### src/rtl/feac_pkg.sv
package feac_pkg;

    // Control/status register bit positions (software-visible layout)
    localparam int CSR_BUSY = 0;
    localparam int CSR_GO   = 1;
    localparam int CSR_EN   = 2;
    localparam int CSR_IST  = 3;
    localparam int CSR_IE   = 4;
    localparam int CSR_W    = 8;
    localparam int CSR_USED = 5;

    typedef struct packed {
        logic ie;
        logic ist;
        logic en;
        logic go;
    } csr_ctl_t;

endpackage

### src/rtl/feac_codeword.sv
module feac_codeword #(
    parameter int CODE_W = 6,
    parameter int ONES_W = 8,
    localparam int LEN   = CODE_W + ONES_W + 2
) (
    input  logic [CODE_W-1:0] code,
    output logic [LEN-1:0]    word
);

    // Bit 0 is sent first: leading zero, code LSB first, zero, run of ones
    assign word[0]        = 1'b0;
    assign word[CODE_W+1] = 1'b0;

    for (genvar g = 0; g < CODE_W; g++) begin : g_code
        assign word[1+g] = code[g];
    end

    for (genvar h = 0; h < ONES_W; h++) begin : g_ones
        assign word[CODE_W+2+h] = 1'b1;
    end

endmodule

### src/rtl/feac_csr.sv
module feac_csr
    import feac_pkg::*;
#(
    parameter int CODE_W = 6
) (
    input  logic              clk,
    input  logic              rst_n,
    input  logic              wr_en,
    input  logic              rd_en,
    input  logic [CSR_W-1:0]  wdata,
    input  logic              code_wr,
    input  logic [CODE_W-1:0] code_wdata,
    input  logic              busy,
    input  logic              done,
    output logic [CSR_W-1:0]  rdata,
    output logic              start,
    output logic              run,
    output logic              irq,
    output logic [CODE_W-1:0] code
);

    localparam int PAD_W = CSR_W - CSR_USED;

    typedef struct packed {
        csr_ctl_t          ctl;
        logic [CODE_W-1:0] code;
    } csr_state_t;

    csr_state_t st_d, st_q;
    logic       wr_unused;

    // Bits that carry no writable state
    assign wr_unused = ^{wdata[CSR_W-1:CSR_USED], wdata[CSR_IST], wdata[CSR_BUSY]};

    always_comb begin
        st_d  = st_q;
        start = 1'b0;
        if (wr_en) begin
            st_d.ctl.ie = wdata[CSR_IE];
            st_d.ctl.en = wdata[CSR_EN];
            st_d.ctl.go = wdata[CSR_GO];
            start = wdata[CSR_GO] && !st_q.ctl.go && wdata[CSR_EN] && !busy;
        end
        if (code_wr) begin
            st_d.code = code_wdata;
        end
        if (rd_en) begin
            st_d.ctl.ist = 1'b0;
        end
        if (done) begin
            st_d.ctl.ist = 1'b1;   // set has priority over clear-on-read
        end
    end

    always_ff @(posedge clk or negedge rst_n) begin
        if (!rst_n) begin
            st_q <= '0;
        end else begin
            st_q <= st_d;
        end
    end

    assign run   = st_d.ctl.en;
    assign code  = st_q.code;
    assign irq   = st_q.ctl.ist & st_q.ctl.ie;
    assign rdata = {{PAD_W{1'b0}}, st_q.ctl.ie, st_q.ctl.ist, st_q.ctl.en, st_q.ctl.go, busy};

endmodule

### src/rtl/feac_sequencer.sv
module feac_sequencer #(
    parameter int CODE_W  = 6,
    parameter int ONES_W  = 8,
    parameter int REPEATS = 10,
    localparam int LEN    = CODE_W + ONES_W + 2,
    localparam int IDX_W  = $clog2(LEN),
    localparam int REP_W  = (REPEATS > 1) ? $clog2(REPEATS) : 1
) (
    input  logic           clk,
    input  logic           rst_n,
    input  logic           run,
    input  logic           start,
    input  logic           stb,
    input  logic [LEN-1:0] word_in,
    output logic           busy,
    output logic           done,
    output logic           bit_out
);

    typedef struct packed {
        logic             busy;
        logic [IDX_W-1:0] idx;
        logic [REP_W-1:0] rep;
        logic [LEN-1:0]   word;
        logic             out;
    } seq_state_t;

    seq_state_t sq_d, sq_q;

    always_comb begin
        sq_d = sq_q;
        done = 1'b0;
        if (!run) begin
            sq_d.busy = 1'b0;
            sq_d.idx  = '0;
            sq_d.rep  = '0;
            sq_d.out  = 1'b1;
        end else if (start) begin
            sq_d.busy = 1'b1;
            sq_d.idx  = '0;
            sq_d.rep  = '0;
            sq_d.word = word_in;
        end else if (stb) begin
            if (sq_q.busy) begin
                sq_d.out = sq_q.word[sq_q.idx];
                if (sq_q.idx == IDX_W'(LEN - 1)) begin
                    sq_d.idx = '0;
                    if (sq_q.rep == REP_W'(REPEATS - 1)) begin
                        sq_d.rep  = '0;
                        sq_d.busy = 1'b0;
                        done      = 1'b1;
                    end else begin
                        sq_d.rep = sq_q.rep + 1'b1;
                    end
                end else begin
                    sq_d.idx = sq_q.idx + 1'b1;
                end
            end else begin
                sq_d.out = 1'b1;
            end
        end
    end

    always_ff @(posedge clk or negedge rst_n) begin
        if (!rst_n) begin
            sq_q      <= '0;
            sq_q.out  <= 1'b1;
        end else begin
            sq_q <= sq_d;
        end
    end

    assign busy    = sq_q.busy;
    assign bit_out = sq_q.out;

endmodule

### src/rtl/feac_tx_ctrl.sv
module feac_tx_ctrl #(
    parameter int CODE_W  = 6,
    parameter int ONES_W  = 8,
    parameter int REPEATS = 10
) (
    input  logic              clk,
    input  logic              rst_n,
    input  logic              csr_wr,
    input  logic              csr_rd,
    input  logic [7:0]        csr_wdata,
    output logic [7:0]        csr_rdata,
    input  logic              code_wr,
    input  logic [CODE_W-1:0] code_wdata,
    input  logic              slot_stb,
    output logic              feac_bit,
    output logic              irq
);

    localparam int LEN = CODE_W + ONES_W + 2;

    logic              start, run, busy, done;
    logic [CODE_W-1:0] code;
    logic [LEN-1:0]    word;

    feac_csr #(.CODE_W(CODE_W)) u_csr (
        .clk        (clk),
        .rst_n      (rst_n),
        .wr_en      (csr_wr),
        .rd_en      (csr_rd),
        .wdata      (csr_wdata),
        .code_wr    (code_wr),
        .code_wdata (code_wdata),
        .busy       (busy),
        .done       (done),
        .rdata      (csr_rdata),
        .start      (start),
        .run        (run),
        .irq        (irq),
        .code       (code)
    );

    feac_codeword #(.CODE_W(CODE_W), .ONES_W(ONES_W)) u_word (
        .code (code),
        .word (word)
    );

    feac_sequencer #(.CODE_W(CODE_W), .ONES_W(ONES_W), .REPEATS(REPEATS)) u_seq (
        .clk     (clk),
        .rst_n   (rst_n),
        .run     (run),
        .start   (start),
        .stb     (slot_stb),
        .word_in (word),
        .busy    (busy),
        .done    (done),
        .bit_out (feac_bit)
    );

endmodule

### config.mk
export PLATFORM = sky130hd
export DESIGN_NAME = feac_tx_ctrl
export DESIGN_NICKNAME = d
export VERILOG_FILES = /design/src/rtl/feac_pkg.sv /design/src/rtl/feac_codeword.sv /design/src/rtl/feac_csr.sv /design/src/rtl/feac_sequencer.sv /design/src/rtl/feac_tx_ctrl.sv
export SDC_FILE = /design/constraint.sdc
export NUM_CORES = 1
export LEC_CHECK = 0
export ABC_AREA = 0
export BUFFER_PORTS_ARGS = -buffer_cell sky130_fd_sc_hd__buf_2
export CAP_MARGIN = 20
export CORE_UTILIZATION = 55
export DETAILED_ROUTE_END_ITERATION = 8
export PLACE_DENSITY = 0.79
export REMOVE_ABC_BUFFERS = 1
export SYNTH_ARGS = -nofsm -noshare
export SYNTH_HDL_FRONTEND = slang
export SYNTH_SLANG_ARGS = --single-unit
### constraint.sdc
create_clock -name clk -period 3.5 [get_ports clk]
set_input_delay 0.7 -clock clk [delete_from_list [all_inputs] [get_ports clk]]
set_output_delay 0.7 -clock clk [all_outputs]
set_load 0.05 [all_outputs]
Word-level counts from Yosys, hierarchy flattened
Cells that the tools add are included.

Register bits after elaboration: 27. Input bits: 20. Output and inout bits: 10.

$add $sub $neg: 2. $lt $le $gt $ge: 1. Equality and inequality tests: 7. Muxes and demuxes: 25. Bitwise gates (word level): 1. Reductions and logical operators: 10.

Operators by type and width (number): $mux W9 (4); $mux W1 (16); $mux W4 (3); $add A4 B1 Y4 const B (2); $eq A4 B4 Y1 const B (2); $ne A3 B2 Y1 const B (2); $reduce_and A2 Y1 (3); $lt A4 B5 Y1 const B (1); $bmux W1 S4 (1); $ne A2 B2 Y1 const B (2); $logic_and A1 B1 Y1 (3); $ne A3 B3 Y1 const B (1); $reduce_and A3 Y1 (1); $logic_not A1 Y1 (2); $mux W2 (1); $reduce_bool A2 Y1 (1); $and A1 B1 Y1 (1).

Depth between registers and ports, before layout
Depth after elaboration: 8. Depth in mapped cells: 5. Depth with buffers taken out: 5.

By module
Synthesis repeated with hierarchy kept, for this count alone.

Cells, all modules: 156. Area, all modules: 1900.6 µm².

By module, submodules not included: feac_sequencer (times used 1, cells an instance 107, area each 1320.0 µm², seq. area each 651.9 µm²); feac_csr (times used 1, cells an instance 31, area each 452.9 µm², seq. area each 250.2 µm²); feac_codeword (times used 1, cells an instance 18, area each 127.6 µm², seq. area each 0.0 µm²).

Least setup slack after synthesis
Ideal clock, no wire load.

Kind: register -> output. From: register u_csr.st_q, in the netlist u_csr.rdata[3]. To: output irq. Data arrival time: 1.117 ns. Data required time: 2.800 ns. Path slack: 1.683 ns. Stages on the path, launching flop included: 2. Path buffers: 0. Cells stage by stage: dfrtp_1 -> and2_1.

Cells in the longest elaborated chain, start to end: 1.

Ends and longest elaborated chain: start, declared (line feac_csr.sv:29) `csr_state_t st_d, st_q;`; start signal, assigned (line feac_csr.sv:59) `st_q <= st_d;`; $and A1 B1 Y1 (line feac_csr.sv:65) `assign irq = st_q.ctl.ist & st_q.ctl.ie;`; end, declared (line feac_tx_ctrl.sv:16) `output logic irq`.

No other way between the ends.

Worst setup path after layout
From: register u_seq.sq_q, in the netlist u_seq.busy. To: register u_seq.sq_q[3] (netlist name).

Cells in the longest elaborated chain, start to end: 4.

Ends and longest elaborated chain: start, declared (line feac_sequencer.sv:28) `seq_state_t sq_d, sq_q;`; start signal, assigned (line feac_sequencer.sv:69) `sq_q <= sq_d;`; $logic_not A1 Y1 (line feac_csr.sv:42) `start = wdata[CSR_GO] && !st_q.ctl.go && wdata[CSR_EN] && !busy;`; $logic_and A1 B1 Y1 (line feac_csr.sv:42); $mux W1 (line feac_csr.sv:38) `if (wr_en) begin`; $reduce_and A2 Y1 (no line).

No other way between the ends. A chain may end at the register's enable or synchronous reset.

==> flow_summary.yaml <==
cells_and_area:
  antenna_cells: 0
  num-nets-final: 160
  syn2layout_area_growth_pct: 9.962
  fin_area_sq_um: 1464
  layout-drive-gt1-share_pct: 29.71
  stdcell_count: 166
placement:
  dpl.hpwl_um: 1816
  place_ws_ns: 1.227
  port_buffers: 21
  place_area_sq_um: 1436
  place_inst: 162
  gp_congestion: 0.7814
pwr:
  irDropWorstVdd_uv: 307.8
  powerDensity_nw_per_um2: 419.5
  p_total_mw: 0.6141
  p_leak_nw: 0.6437
clocking:
  clkTransAtPathRegs_ns: 0.14
  clkSinkCount: 27
  cts_tree: "yes"
  cts_buffer_depth: 2
  h-tree-depth: 1
  postCtsSetupRepairBufs: 0
  cts_root_buf: "clkbuf_4"
  cts_hold_buf: 0
  clock_latency_ns: 0.32
  ctsResizeCount: 0
  cts_buffers: 3
timing:
  fin_ws_ns: 1.525
  tns_ns: 0
  setup_viol: 0
  fmax_ghz: 0.5063
  finalHoldViolCount: 0
  period_share_pct: 56.43
  relSlewSlack_pct: 50.61
  maxSlewViolCount: 0
  clock-skew-final_ns: 0.007895
  worst_pin_slew_ns: 0.7394
  period_minus_slack_ns: 1.975
  rsz0062_at_grt: "false"
logic_synthesis:
  synth-async-reset-ratio_pct: 100.0
  ys.warnings.count: 0
  ys_ff_latch: 27
  synth_sequential_area_ratio_pct: 50.85
  postSynthAreaPerCell_sq_um: 11.28
  synth_cells: 118
  ys.flop_type: "dfrtp_1"
  netlist_area_sq_um: 1331
  synth-edff-count: 0
  ys_types: 40
critical_path:
  required_ns: 3.71
  crit_path_start_kind: "flop"
  cp_max_fo: 9
  endpoint_kind: "flop"
  crit_type: "flop to flop"
  cp.arrival_ns: 2.19
  rrSetupSlack_ns: 1.53
die:
  die_x_um: 51.20
  die_h_um: 51.20
  initial_core_util_pct: 59.05
  coreArea_sq_um: 2255
  pin_count: 30
  fp-row-count: 17
  fp.dieArea_sq_um: 2621
routing:
  vias: 976
  first_iter_violations: 14
  drt-total-wl_um: 2435
  ant_nets: 0
  wire_per_inst_um: 14.67
  drt-vias-per-instance: 5.880
  dr.pass1.iters: 4
  drc_errors: 0
global_routing:
  grt_overflow: 0
  first_global_vias: 921
  grt_usage_pct: 20.89
  grt_max_degree: 28
  grt_pass1_wl_um: 3926
  antenna_found_initial: 0
worst_hold_path:
  hold_path.class: "input port to asynchronous set/reset pin"
run_status:
  status: "complete, no violations"
run:
  max_cap_viol_count: 0
cell families (layout without fill, tap and decap cells):
group,Yosys count,after routing,synth area share (%)
AOI/OAI and AO/OA,23,23,12.03
DFF,27,27,50.85
other,1,3,0.2817
and+or+nand+nor,37,37,16.45
adders and majority gates,1,1,0.9397
buffers and inverters,11,29,4.323
muxes,18,18,15.13
per-layer routing:
metal  GRT usage (%)  routed length [um]  up-vias
met1           23.88                1030      485
met4           10.65                  22        0
li1                -                   -      460
met5               0                   0        -
met2           37.06                1291       27
met3           3.571                  90        4
worst max-delay path, cell delays in order, from the launching register on:
cell	delay, ns
dfrtp_1	0.53
nor3b_4	0.29
nor2b_1	0.64
mux2_2	0.41
where the power goes:
part | total [mW] | internal [mW] | switching (mW)
clock network | 0.131 | 0.0427 | 0.0882
logic | 0.110 | 0.0459 | 0.0641
registers | 0.373 | 0.349 | 0.0238
layout by cell type (no fill, tap or decap), types with 2 or more instances in the layout:
master     n
nand3b_1   3
nand4_1    3
o21ai_0    5
nand3_1    4
a31oi_1    3
buf_2     21
nor2b_1    5
or3_1      2
nor2_1     2
nand2_1    9
o211ai_1   2
conb_1     3
mux2_2     9
dfrtp_1   26
mux2i_1    3
clkbuf_4   3
mux2_1     5
a21oi_1    5
inv_1      4
final timing paths:
check | from | end | cells past startpoint
max | u_seq.busy | u_seq.sq_q[3] | 3
min | rst_n | u_csr.rdata[2] | 1
max reg2reg | u_seq.busy | u_seq.sq_q[3] | 3
min reg2reg | u_csr.code[4] | u_seq.sq_q[6] | 1
max in group asynchronous | rst_n | u_seq.sq_q[2] | 1
min in group clk | u_csr.code[4] | u_seq.sq_q[6] | 1
metrics by stage:
step                hold WS, ns  util (%)
detailed placement       0.4724     63.71
global route             0.3880     64.93
finish                   0.3534     64.93
CTS                      0.3703     64.93
global placement         0.4535     63.71
floorplan                0.4044         -
layout make-up:
cell class	count	area [sq um]
Clock buffer	3	22.52
Clock inverter	1	5.005
Fill cell	196	790.8
Inverter	4	15.01
Multi-Input combinational cell	82	604.3
Sequential cell	27	676.9
Tap cell	28	35.03
Timing Repair Buffer	21	105.1
state kept, by name (all words and copies together), names as in the netlist:
register       flops
u_csr.code         6
u_seq.sq_q        15
u_seq.bit_out      1
u_csr.rdata        4
u_seq.busy         1
Yosys cell counts, types with 3 or more instances:
cell type	number	area (sq um)
nand3b_1	3	22.52
a21oi_1	5	25.02
mux2_1	5	56.30
nand3_1	4	20.02
nor2b_1	5	31.28
nand4_1	3	18.77
inv_1	4	15.01
nand2_1	9	33.78
buf_4	4	30.03
mux2i_1	3	30.03
dfrtp_1	26	650.6
o21ai_0	5	25.02
a31oi_1	3	18.77
mux2_2	9	101.4
(Power assumes the default switching activity.)
